### src/rtl/simt_mask_pkg.sv
`timescale 1ns/1ps
package simt_mask_pkg;

    typedef enum logic [1:0] {
        OP_IDLE,
        OP_PUSH,
        OP_COMP,
        OP_POP
    } mask_op_e;

    typedef enum logic [1:0] {
        OCC_EMPTY,
        OCC_PARTIAL,
        OCC_FULL
    } occ_state_e;

    // Push wins over complement, complement wins over pop.
    function automatic mask_op_e pick_op(input logic push, input logic comp,
                                         input logic pop);
        if (push)      return OP_PUSH;
        else if (comp) return OP_COMP;
        else if (pop)  return OP_POP;
        else           return OP_IDLE;
    endfunction

endpackage

### src/rtl/smk_ctrl.sv
`timescale 1ns/1ps
module smk_ctrl
    import simt_mask_pkg::*;
#(
    parameter int DEPTH = 8,
    parameter int CW    = $clog2(DEPTH + 1),
    parameter int IW    = (DEPTH > 1) ? $clog2(DEPTH) : 1
) (
    input  logic           clk,
    input  logic           rst_n,
    input  logic           push_i,
    input  logic           comp_i,
    input  logic           pop_i,
    output mask_op_e       op_o,
    output logic [IW-1:0]  wr_idx_o,
    output logic [IW-1:0]  rd_idx_o,
    output logic           ovf_o,
    output logic           udf_o
);

    occ_state_e      state_q, state_d;
    logic [CW-1:0]   cnt_q, cnt_d;
    logic            ovf_q, ovf_d, udf_q, udf_d;
    mask_op_e        req;

    // State register
    always_ff @(posedge clk or negedge rst_n) begin
        if (!rst_n) begin
            state_q <= OCC_EMPTY;
            cnt_q   <= '0;
            ovf_q   <= 1'b0;
            udf_q   <= 1'b0;
        end else begin
            state_q <= state_d;
            cnt_q   <= cnt_d;
            ovf_q   <= ovf_d;
            udf_q   <= udf_d;
        end
    end

    // Next state and accepted operation
    always_comb begin
        req     = pick_op(push_i, comp_i, pop_i);
        op_o    = OP_IDLE;
        state_d = state_q;
        cnt_d   = cnt_q;
        ovf_d   = 1'b0;
        udf_d   = 1'b0;
        unique case (state_q)
            OCC_EMPTY: begin
                if (req == OP_PUSH) begin
                    op_o    = OP_PUSH;
                    cnt_d   = cnt_q + CW'(1);
                    state_d = (DEPTH == 1) ? OCC_FULL : OCC_PARTIAL;
                end else if (req != OP_IDLE) begin
                    udf_d = 1'b1;
                end
            end
            OCC_PARTIAL: begin
                op_o = req;
                if (req == OP_PUSH) begin
                    cnt_d = cnt_q + CW'(1);
                    if (cnt_q == CW'(DEPTH - 1)) state_d = OCC_FULL;
                end else if (req == OP_POP) begin
                    cnt_d = cnt_q - CW'(1);
                    if (cnt_q == CW'(1)) state_d = OCC_EMPTY;
                end
            end
            OCC_FULL: begin
                if (req == OP_PUSH) begin
                    ovf_d = 1'b1;
                end else begin
                    op_o = req;
                    if (req == OP_POP) begin
                        cnt_d   = cnt_q - CW'(1);
                        state_d = (DEPTH == 1) ? OCC_EMPTY : OCC_PARTIAL;
                    end
                end
            end
            default: begin
                state_d = OCC_EMPTY;
                cnt_d   = '0;
            end
        endcase
    end

    // Outputs
    always_comb begin
        wr_idx_o = IW'(cnt_q);
        rd_idx_o = IW'(cnt_q - CW'(1));
        ovf_o    = ovf_q;
        udf_o    = udf_q;
    end

endmodule

### src/rtl/smk_store.sv
`timescale 1ns/1ps
module smk_store #(
    parameter int LANES = 32,
    parameter int DEPTH = 8,
    parameter int IW    = (DEPTH > 1) ? $clog2(DEPTH) : 1
) (
    input  logic             clk,
    input  logic             rst_n,
    input  logic             wr_en_i,
    input  logic [IW-1:0]    wr_idx_i,
    input  logic [LANES-1:0] wr_data_i,
    input  logic [IW-1:0]    rd_idx_i,
    output logic [LANES-1:0] rd_data_o
);

    logic [LANES-1:0] ent_q [DEPTH];

    for (genvar g = 0; g < DEPTH; g++) begin : g_ent
        always_ff @(posedge clk or negedge rst_n) begin
            if (!rst_n)
                ent_q[g] <= '0;
            else if (wr_en_i && (wr_idx_i == IW'(g)))
                ent_q[g] <= wr_data_i;
        end
    end

    always_comb begin
        rd_data_o = '0;
        for (int i = 0; i < DEPTH; i++) begin
            if (rd_idx_i == IW'(i)) rd_data_o = ent_q[i];
        end
    end

endmodule

### src/rtl/smk_mask.sv
`timescale 1ns/1ps
module smk_mask
    import simt_mask_pkg::*;
#(
    parameter int LANES = 32
) (
    input  logic             clk,
    input  logic             rst_n,
    input  mask_op_e         op_i,
    input  logic [LANES-1:0] pred_i,
    input  logic [LANES-1:0] top_i,
    output logic [LANES-1:0] mask_o
);

    logic [LANES-1:0] mask_q, mask_d;

    always_ff @(posedge clk or negedge rst_n) begin
        if (!rst_n) mask_q <= '1;
        else        mask_q <= mask_d;
    end

    always_comb begin
        unique case (op_i)
            OP_PUSH: mask_d = mask_q & pred_i;
            OP_COMP: mask_d = top_i & ~pred_i;
            OP_POP:  mask_d = top_i;
            default: mask_d = mask_q;
        endcase
        mask_o = mask_q;
    end

endmodule

### src/rtl/simt_mask_stack.sv
`timescale 1ns/1ps
module simt_mask_stack
    import simt_mask_pkg::*;
#(
    parameter int LANES = 32,
    parameter int DEPTH = 8
) (
    input  logic             clk,
    input  logic             rst_n,
    input  logic             push_i,
    input  logic             comp_i,
    input  logic             pop_i,
    input  logic [LANES-1:0] pred_i,
    output logic [LANES-1:0] active_mask_o,
    output logic             any_active_o,
    output logic             skip_o,
    output logic             overflow_o,
    output logic             underflow_o
);

    localparam int CW = $clog2(DEPTH + 1);
    localparam int IW = (DEPTH > 1) ? $clog2(DEPTH) : 1;

    mask_op_e         op;
    logic [IW-1:0]    wr_idx, rd_idx;
    logic [LANES-1:0] top, mask;

    smk_ctrl #(.DEPTH(DEPTH), .CW(CW), .IW(IW)) u_ctrl (
        .clk      (clk),
        .rst_n    (rst_n),
        .push_i   (push_i),
        .comp_i   (comp_i),
        .pop_i    (pop_i),
        .op_o     (op),
        .wr_idx_o (wr_idx),
        .rd_idx_o (rd_idx),
        .ovf_o    (overflow_o),
        .udf_o    (underflow_o)
    );

    smk_store #(.LANES(LANES), .DEPTH(DEPTH), .IW(IW)) u_store (
        .clk       (clk),
        .rst_n     (rst_n),
        .wr_en_i   (op == OP_PUSH),
        .wr_idx_i  (wr_idx),
        .wr_data_i (mask),
        .rd_idx_i  (rd_idx),
        .rd_data_o (top)
    );

    smk_mask #(.LANES(LANES)) u_mask (
        .clk    (clk),
        .rst_n  (rst_n),
        .op_i   (op),
        .pred_i (pred_i),
        .top_i  (top),
        .mask_o (mask)
    );

    assign active_mask_o = mask;
    assign any_active_o  = |mask;
    assign skip_o        = ~|mask;

endmodule

### config.mk
export PLATFORM = sky130hd
export DESIGN_NAME = simt_mask_stack
export DESIGN_NICKNAME = d
export VERILOG_FILES = /design/src/rtl/simt_mask_pkg.sv /design/src/rtl/smk_ctrl.sv /design/src/rtl/smk_store.sv /design/src/rtl/smk_mask.sv /design/src/rtl/simt_mask_stack.sv
export SDC_FILE = /design/constraint.sdc
export NUM_CORES = 1
export LEC_CHECK = 0
export ABC_AREA = 1
export BUFFER_PORTS_ARGS = -buffer_cell sky130_fd_sc_hd__buf_2
export CAP_MARGIN = 0
export CORE_ASPECT_RATIO = 0.9
export CORE_UTILIZATION = 60
export CTS_CLUSTER_SIZE = 30
export DETAILED_ROUTE_END_ITERATION = 16
export GPL_TIMING_DRIVEN = 0
export PLACE_DENSITY = 0.9
export SYNTH_ARGS = -nofsm -noshare
export SYNTH_HDL_FRONTEND = slang
export SYNTH_SLANG_ARGS = --single-unit
### constraint.sdc
create_clock -name clk -period 2.7 [get_ports clk]
set_clock_uncertainty 0.2 [all_clocks]
set_input_delay 0.54 -clock clk [delete_from_list [all_inputs] [get_ports clk]]
set_output_delay 0.54 -clock clk [all_outputs]
set_load 0.02 [all_outputs]
==> results.cfg, run 1 <==
[run_status]
outcome = finished, violations left
violations = negative setup slack

[routing]
route.vias.total = 14255
drc = 0
drt_pre_antenna_iters = 8
wire_per_inst_um = 19.7
viasPerCell = 6.07
drtIter0Drc = 2100
wl_um = 46300
ant_nets = 0

[grt]
grt_pass1_wl_um = 72500
grt_overflow_total = 0
grt_pass1_vias = 13521
antenna_found_initial = 0
grt_max_degree = 126
grt_usage = 0.373

[power_and_ir_drop]
seq_power_share = 0.350
power.net_switching_uw = 10500
p_leak_uw = 0.00832
swShare = 0.461
power_frac_clock = 0.192
ir_worst_vdd_v = 0.000641
intPower_uw = 12200
p_comb_frac = 0.457
power_density_nw_per_um2 = 1350
power.total_uw = 22700

[cts]
cts.clk_slew.worst_paths_ps = 60
cts_max_level = 1
cts_tree = yes
clock-root-buffer = clkbuf_16
cts.sinks = 296
clockBufferDepth = 3
cts_made_buffers = 31
clk_latency_ps = 590

[sta]
finalSetupViolations = 2
setup_slack_ps = -78.9
post-route-period-util = 1.03
hold_violations = 0
fin_hold_ws_ps = 19.5
worst_pin_slew_ps = 888
max_freq_ghz = 0.360
drv_slew = 0
tns_ps = -123
rsz0062_at_grt = yes
finalCriticalPeriod_ps = 2780
slew_headroom = 0.408

[synth]
yosysWarningCount = 0
async_flop_share = 1.00
syn_nets = 1949
synth_edf_count = 0
synth-adder-area-share = 0.00763
synth_flop_cell = dfrtp_1
synth_top_family_by_area = simple AND/OR/NAND/NOR gates
netlist_area_um2 = 14800
seq_area_frac_synth = 0.505
yosysUniqueCellTypes = 34
ys_seq_elements = 296
muxShareOfSynthArea = 0
synthCells = 1903
synth_compound_area_frac = 0.150
synth.avg_cell_area_um2 = 7.75
yosys.area_share.simple = 0.251
synthXorXnorAreaFrac = 0.00119

[die]
die-height_um = 151
coreArea_um2 = 24200
start_util = 0.610
rows = 54
die_w_um = 167
io_pins = 73
die_area_um2 = 25200

[layout]
syn_to_final_growth_pct = 13.8
diodes = 0
final_cell_area_um2 = 16800
nNetsFinal = 2063
drive_above_1_share = 0.147

[setup_path]
cp_num_buf_inv = 2
crit_type = flop to output port
cp_top_family = simple AND/OR/NAND/NOR gates
arrival_ps = 2040
cp-start-kind = flop
end_kind = output port
path_cells = nor4_4, nand2_1, nor3_1, and3_4, inv_2, buf_6
crit_path_top_delay_cell = dfstp_2
worstPathRequired_ps = 1960
cp_max_fo = 2
crit_path_max_incr_delay_ps = 420

[placed_design]
port_buffers = 72
place_congestion = 0.946
hpwl_um = 30600
dp_slack_ps = -320
placed_area_um2 = 15600

[run]
cap_violations = 0

[worst_hold_path]
hp-class = primary input to flop
-- cell families after synthesis --
group | Yosys count
AOI/OAI and AO/OA | 395
adders and majority gates | 9
DFF | 296
buffers and inverters | 302
and+or+nand+nor | 899
xor gates and xnor gates | 2
-- power by group through the flow --
stage          logic (uW)  clock network (uW)  registers (uW)
2_1_floorplan        6360                   0            7850
3_3_place_gp         9360                   0            7750
3_5_place_dp         9710                   0            7850
4_1_cts             10000                4360            7860
5_1_grt             11500                4500            8150
6_report            10400                4370            7960
-- path summary, 6_finish.rpt --
kind | cells after the start | slack, ps | to | startpoint
hold / removal | 4 | 20 | u_mask.mask_o[28] | pred_i[28]
hold reg to reg | 2 | 280 | u_store.ent_q[90] | u_store.ent_q[90]
min in group asynchronous | 2 | 290 | u_store.ent_q[220] | rst_n
max in group asynchronous | 3 | 1040 | u_store.ent_q[38] | rst_n
setup reg to reg | 8 | 60 | u_store.ent_q[168] | u_ctrl.cnt_q[0]
setup / recovery | 6 | -80 | any_active_o | u_mask.mask_o[28]
-- metrics by stage --
step | utilization | std cells
finish | 0.694 | 2350
global route | 0.694 | 2350
detailed placement | 0.643 | 2285
CTS | 0.693 | 2350
floorplan | - | 1903
global placement | 0.641 | 2283
-- layer usage --
metal	vias up	GRT usage	routed length, um
met5	-	0	0
met4	0	0.192	2250
met3	167	0.106	5780
met2	898	0.567	20300
met1	6813	0.489	17900
li1	6377	-	-
-- cell usage in the layout, fill, tap and decap left out, types with 11 or more instances in the layout --
cell type / n
dfstp_2: 32
inv_1: 159
buf_2: 107
nand3_1: 138
a21oi_1: 33
buf_4: 13
a211oi_2: 27
nand2_1: 627
dfrtp_1: 263
clkbuf_16: 31
clkbuf_2: 11
nor2_1: 75
nand4_1: 37
inv_2: 11
clkinvlp_4: 11
o21ai_0: 315
clkbuf_1: 57
-- sequential cells by signal, indices dropped and copies added, names as in the netlist --
register        count
u_store.ent_q     256
u_mask.mask_o      32
u_ctrl.cnt_q        4
u_ctrl.state_q      2
u_ctrl.ovf_o        1
u_ctrl.udf_o        1
-- cell type report --
class	instances	area, um2
plain buffers	118	591
well taps	308	385
repair buffers	82	500
fillers	1861	7410
flip-flops and latches	296	7450
inverters	183	733
clock buffers	45	898
multi-input cells	1305	6090
clock inverters	13	140
-- worst register-to-register path, delay by kind of cell, from the launching register on --
kind | cells | cell delay (ps)
adders and majority gates | 1 | 260
DFF | 1 | 450
buffers and inverters | 4 | 1050
and+or+nand+nor | 2 | 460
AOI/OAI and AO/OA | 1 | 90
-- cell usage after synthesis, types with 9 or more instances --
| cell | n | share of area |
|---|---|---|
| nand2_1 | 627 | 0.16 |
| o21ai_0 | 315 | 0.11 |
| a211oi_2 | 27 | 0.023 |
| a21oi_1 | 33 | 0.011 |
| nor2_1 | 76 | 0.019 |
| ha_1 | 9 | 0.0076 |
| clkbuf_1 | 61 | 0.016 |
| nand3_1 | 140 | 0.047 |
| inv_1 | 173 | 0.044 |
| dfstp_2 | 32 | 0.057 |
| nand4_1 | 37 | 0.016 |
| buf_2 | 41 | 0.014 |
| dfrtp_1 | 264 | 0.45 |
-- timing repair --
item | in CTS | in global routing
endpoints found under the hold margin | 40 | 0
buffers inserted | 7 | 0
setup endpoints to repair | 92 | 103
hold buffers | 1 | 0
resized for setup | 27 | 20
pin swaps | 5 | 4
No activity file was read; power rests on OpenSTA's default activity.
==> run 2: changes to the inputs <==
--- a/config.mk
+++ b/config.mk
@@ -9,11 +9,11 @@
 export BUFFER_PORTS_ARGS = -buffer_cell sky130_fd_sc_hd__buf_2
 export CAP_MARGIN = 0
 export CORE_ASPECT_RATIO = 0.9
-export CORE_UTILIZATION = 60
+export CORE_UTILIZATION = 51
 export CTS_CLUSTER_SIZE = 30
 export DETAILED_ROUTE_END_ITERATION = 16
 export GPL_TIMING_DRIVEN = 0
-export PLACE_DENSITY = 0.9
+export PLACE_DENSITY = 0.8
 export SYNTH_ARGS = -nofsm -noshare
 export SYNTH_HDL_FRONTEND = slang
 export SYNTH_SLANG_ARGS = --single-unit
==> run 2 against run 1 <==
  * First-iteration DRC count down 19%
  * Hold slack worse by 7.6 ps
  * The run still ends with negative setup slack left
  * Utilization down 8.9 points
  * Critical path depth unchanged
  * Cell area up 1.5%
  * Via count down 1.5%
  * Wire length up 0.65%
  * Sequential share of layout area down 0.65 points
  * Clock-buffer cell count down 1
  * Sequential cell count unchanged
  * Global-route usage down 5.4 points
==> results.cfg, run 2 (synthesis results as in run 1) <==
[grt]
grt_usage = 0.319
antenna_found_initial = 0
grt_pass1_vias = 13387
grt_overflow_total = 0
grt_pass1_wl_um = 73100
grt_max_degree = 126

[die]
rows = 58
die_w_um = 181
coreArea_um2 = 28200
die-height_um = 163
die_area_um2 = 29600
start_util = 0.524
io_pins = 73

[routing]
wire_per_inst_um = 19.4
viasPerCell = 5.84
ant_nets = 0
wl_um = 46600
route.vias.total = 14042
drt_pre_antenna_iters = 6
drc = 0
drtIter0Drc = 1692

[setup_path]
path_cells = inv_1, nand4_1, nor2_1, and3_4, inv_2, buf_6
crit_path_top_delay_cell = dfstp_2
cp_top_family = simple AND/OR/NAND/NOR gates
crit_path_max_incr_delay_ps = 380
worstPathRequired_ps = 1960
cp_num_buf_inv = 3
cp_max_fo = 9
cp-start-kind = flop
crit_type = flop to output port
end_kind = output port
arrival_ps = 2010

[cts]
cts_made_buffers = 31
clockBufferDepth = 3
cts.sinks = 296
clock-root-buffer = clkbuf_16
cts_tree = yes
clk_latency_ps = 600
cts_max_level = 1
cts.clk_slew.worst_paths_ps = 60

[power_and_ir_drop]
p_leak_uw = 0.00841
power.total_uw = 23200
ir_worst_vdd_v = 0.000662
power_density_nw_per_um2 = 1360

[layout]
drive_above_1_share = 0.153
final_cell_mix = nand2_1 (626), o21ai_0 (314), dfrtp_1 (264)
nNetsFinal = 2066
largest_reg_flops = 256
nFillCells = 2422
largest_register = u_store.ent_q
layout_commonest_cell = nand2_1
syn_to_final_growth_pct = 15.4

[placed_design]
place_congestion = 0.961
port_buffers = 72
hpwl_um = 31100
dp_slack_ps = -349

[worst_hold_path]
hp-class = primary input to flop

[sta]
post-route-period-util = 1.02
max_freq_ghz = 0.364
worst_pin_slew_ps = 931
slew_headroom = 0.379
finalSetupViolations = 3
finalCriticalPeriod_ps = 2750
setup_slack_ps = -49.8
rsz0062_at_grt = yes
hold_violations = 0
drv_slew = 0

[run]
cap_violations = 0

[run_status]
outcome = finished, violations left
violations = negative setup slack
[run 2: cell count changes in the layout (fill, tap and decap cells not counted), sizes merged]
cell / change
clkinv: -3
clkbuf: -1
buf: +3
bufinv: +5
inv: -1
diode: +1
[run 2: repair_timing]
item                       CTS  global route
gates resized for setup     26            32
setup endpoints to repair   87            70
hold endpoints to repair    46             0
hold buffers                 1             0
pin swaps                    4             3
buffers inserted             7             3
[run 2: final cells by class]
class	count	area, um2	area share
antenna	1	2.50	0.000147
tap	360	450	0.0265
sequential	296	7450	0.437
buffer	118	594	0.0349
clock inverter	14	260	0.0153
inverter	183	733	0.0431
multi-input combinational	1305	6110	0.359
clock buffer	44	915	0.0537
timing repair buffer	85	519	0.0305
[run 2: worst paths after layout]
| kind | startpoint | end | slack [ps] | depth (start not counted) |
|---|---|---|---|---|
| max in group asynchronous | rst_n | u_store.ent_q[36] | 1090 | 3 |
| worst max register to register | u_ctrl.cnt_q[0] | u_store.ent_q[27] | 0 | 5 |
| worst min register to register | u_store.ent_q[183] | u_store.ent_q[183] | 280 | 2 |
| worst max-delay path | u_mask.mask_o[18] | any_active_o | -50 | 6 |
| min in group asynchronous | rst_n | u_ctrl.state_q[0] | 260 | 2 |
| worst min-delay path | pred_i[10] | u_mask.mask_o[10] | 10 | 4 |
[run 2: per-stage QoR]
stage	TNS, ps	util	std cells	instance area [um2]	hold slack [ps]
after global placement	-1310740	0.553	2335	15600	260
after floorplan	0	-	1903	14800	44.4
after CTS	-19.0	0.602	2402	17000	16.4
after global routing	-182	0.605	2405	17000	35.2
after detailed placement	-15670	0.555	2337	15600	267
final	-95.5	0.605	2406	17000	12.0
[run 2: power by group]
group / internal [uW] / total, uW / leakage (uW) / switching [uW]
Sequential: 6610 / 7960 / 0.00374 / 1350
Combinational: 3150 / 10300 / 0.00409 / 7160
Clock: 3020 / 4880 / 0.000584 / 1860
Total: 12800 / 23200 / 0.00841 / 10400
[run 2: worst register-to-register path, stage by stage, from the launching register on]
cell,delay (ps)
dfrtp_1,470
ha_1,290
ha_1,190
nand2_1,550
clkbuf_1,650
o21ai_0,210
[run 2: layer usage]
metal  up-vias  routed length (um)  track usage
met5         -                   0            0
met4         0                2130        0.158
met3       146                5440       0.0905
met2       816               20300        0.486
met1      6697               18700        0.419
li1       6383                   -            -
==> run 3: changes to the inputs <==
--- a/config.mk
+++ b/config.mk
@@ -14,6 +14,7 @@
 export DETAILED_ROUTE_END_ITERATION = 16
 export GPL_TIMING_DRIVEN = 0
 export PLACE_DENSITY = 0.8
+export SETUP_SLACK_MARGIN = 0.15
 export SYNTH_ARGS = -nofsm -noshare
 export SYNTH_HDL_FRONTEND = slang
 export SYNTH_SLANG_ARGS = --single-unit
==> run 3 against run 2 <==
  * Clock-buffer cell count did not move
  * Clock power is essentially flat
  * Die area is the same
  * The flow still finishes with violations (negative setup slack)
  * Worst setup slack got worse by 8.9 ps
  * First-iteration DRC count up 15%
  * Wire length grew 0.60%
  * Register-to-register slack improved by 180 ps
  * Sequential share of layout area is 0.20 points lower
  * Critical endpoint unchanged
  * Power up 0.58%
  * Largest power group unchanged
==> results.cfg, run 3 (synthesis results as in run 1) <==
[setup_path]
worstPathRequired_ps = 1960
cp-start-kind = flop
ff2ff_path_depth = 8
cp_max_fo = 4
reg2reg_slack_ps = 180
crit_path_top_delay_cell = dfstp_2
path_cells = clkinvlp_4, nand4_1, nor4_2, and3_4, inv_2, buf_6
end_kind = output port
r2r_start = u_ctrl.cnt_q[0]
rr_endpoint = u_store.ent_q[57]
arrival_ps = 2020
crit_type = flop to output port
crit_path_max_incr_delay_ps = 390

[grt]
grt_usage = 0.320
antenna_found_initial = 0
grt_overflow_total = 0
grt-busiest-layer = met2
grt_util_met2 = 0.484
grt_max_degree = 126
grt_pass1_vias = 13467
grt_pass1_wl_um = 73300
met3_usage = 0.0890
met1_usage = 0.421

[sta]
max_freq_ghz = 0.362
hold_violations = 0
fin_hold_ws_ps = 16.9
worst_pin_slew_ps = 741
setup_slack_ps = -58.7
slew_headroom = 0.506
rsz0062_at_grt = yes
finalSetupViolations = 2
drv_slew = 0
finalCriticalPeriod_ps = 2760
tns_ps = -81.2
post-route-period-util = 1.02

[layout]
largest_register = u_store.ent_q
layout_commonest_cell = nand2_1
regArea_um2 = 7450
multi_input_area_um2 = 6130
drive_above_1_share = 0.160
final_cell_mix = nand2_1 (625), o21ai_0 (314), dfrtp_1 (263)
diodes = 0
nFillCells = 2419
syn_to_final_growth_pct = 16.0
nNetsFinal = 2068
final_cell_area_um2 = 17100
largest_reg_flops = 256

[routing]
viasPerCell = 5.84
ant_nets = 0
wl_um = 46900
route.vias.total = 14054
drc = 0
wire_per_inst_um = 19.5
drtIter0Drc = 1941
drt_pre_antenna_iters = 8

[placed_design]
dp_slack_ps = -349
place_congestion = 0.961
port_buffers = 72
hpwl_um = 31100
placed_area_um2 = 15600

[cts]
clk_latency_ps = 590
cts_made_buffers = 31
cts.clk_slew.worst_paths_ps = 60
cts.sinks = 296
cts_tree = yes
clock-root-buffer = clkbuf_16
clockBufferDepth = 3
cts_max_level = 1

[power_and_ir_drop]
power.total_uw = 23300
ir_worst_vdd_v = 0.000652
power_density_nw_per_um2 = 1360
p_leak_uw = 0.00846

[run_status]
outcome = finished, violations left
violations = negative setup slack

[worst_hold_path]
worstHoldEndpoint = u_mask.mask_o[10]
min_path_cells = 4
hp-start = pred_i[10]
hp-class = primary input to flop

[die]
die-height_um = 163
rows = 58
io_pins = 73
coreArea_um2 = 28200
die_w_um = 181
die_area_um2 = 29600
start_util = 0.524

[run]
cap_violations = 0
run 3: cell types whose count changed in the layout (fill, tap and decap cells not counted), sizes merged:
cell,previous run,this run
clkbuf,108,114
diode,1,0
buf,138,134
run 3: how the worst max path moves through the flow:
stage | startpoint | endpoint | slack [ps] | cells after the start
6_report | u_mask.mask_o[12] | any_active_o | -60 | 6
5_1_grt | u_mask.mask_o[8] | any_active_o | -90 | 6
4_1_cts | u_mask.mask_o[9] | any_active_o | 10 | 6
3_5_place_dp | u_ctrl.cnt_q[0] | u_store.ent_q[50] | -350 | 8
3_3_place_gp | rst_n | u_store.ent_q[36] | -4620 | 1
2_1_floorplan | u_ctrl.cnt_q[0] | u_store.ent_q[160] | 620 | 8
run 3: final cells by class:
type | instances | area share
plain buffers | 119 | 0.0375
clock buffers | 44 | 0.0535
clock inverters | 14 | 0.0152
inverters | 183 | 0.0430
multi-input cells | 1305 | 0.358
flip-flops and latches | 296 | 0.435
well taps | 360 | 0.0263
repair buffers | 86 | 0.0310
run 3: metal layers:
metal / vias up / part of all wire
li1: 6391 / -
met1: 6669 / 0.40
met2: 837 / 0.43
met3: 157 / 0.12
met4: 0 / 0.051
met5: - / 0
run 3: stage by stage:
step	util	instances
finish	0.608	2407
global route	0.608	2407
CTS	0.605	2407
detailed placement	0.555	2337
global placement	0.553	2335
floorplan	-	1903
run 3: power breakdown:
part	switching (uW)	internal (uW)	leakage [uW]	total, uW
Sequential	1350	6610	0.00373	7960
Clock	1840	3020	0.000584	4860
Combinational	7240	3230	0.00414	10500
run 3: critical path, delay by kind of cell (launching register included):
kind          cells  cell delay (ps)
flops             1              390
buf+inv           3              300
simple gates      3              750
run 3: what timing repair did:
action / 4_1_cts / 5_1_grt
gates resized for setup: 52 / 38
hold buffers: 1 / 0
buffers inserted: 11 / 0
endpoints found under the setup margin: 98 / 105
endpoints found under the hold margin: 46 / 0
pin swaps: 4 / 2
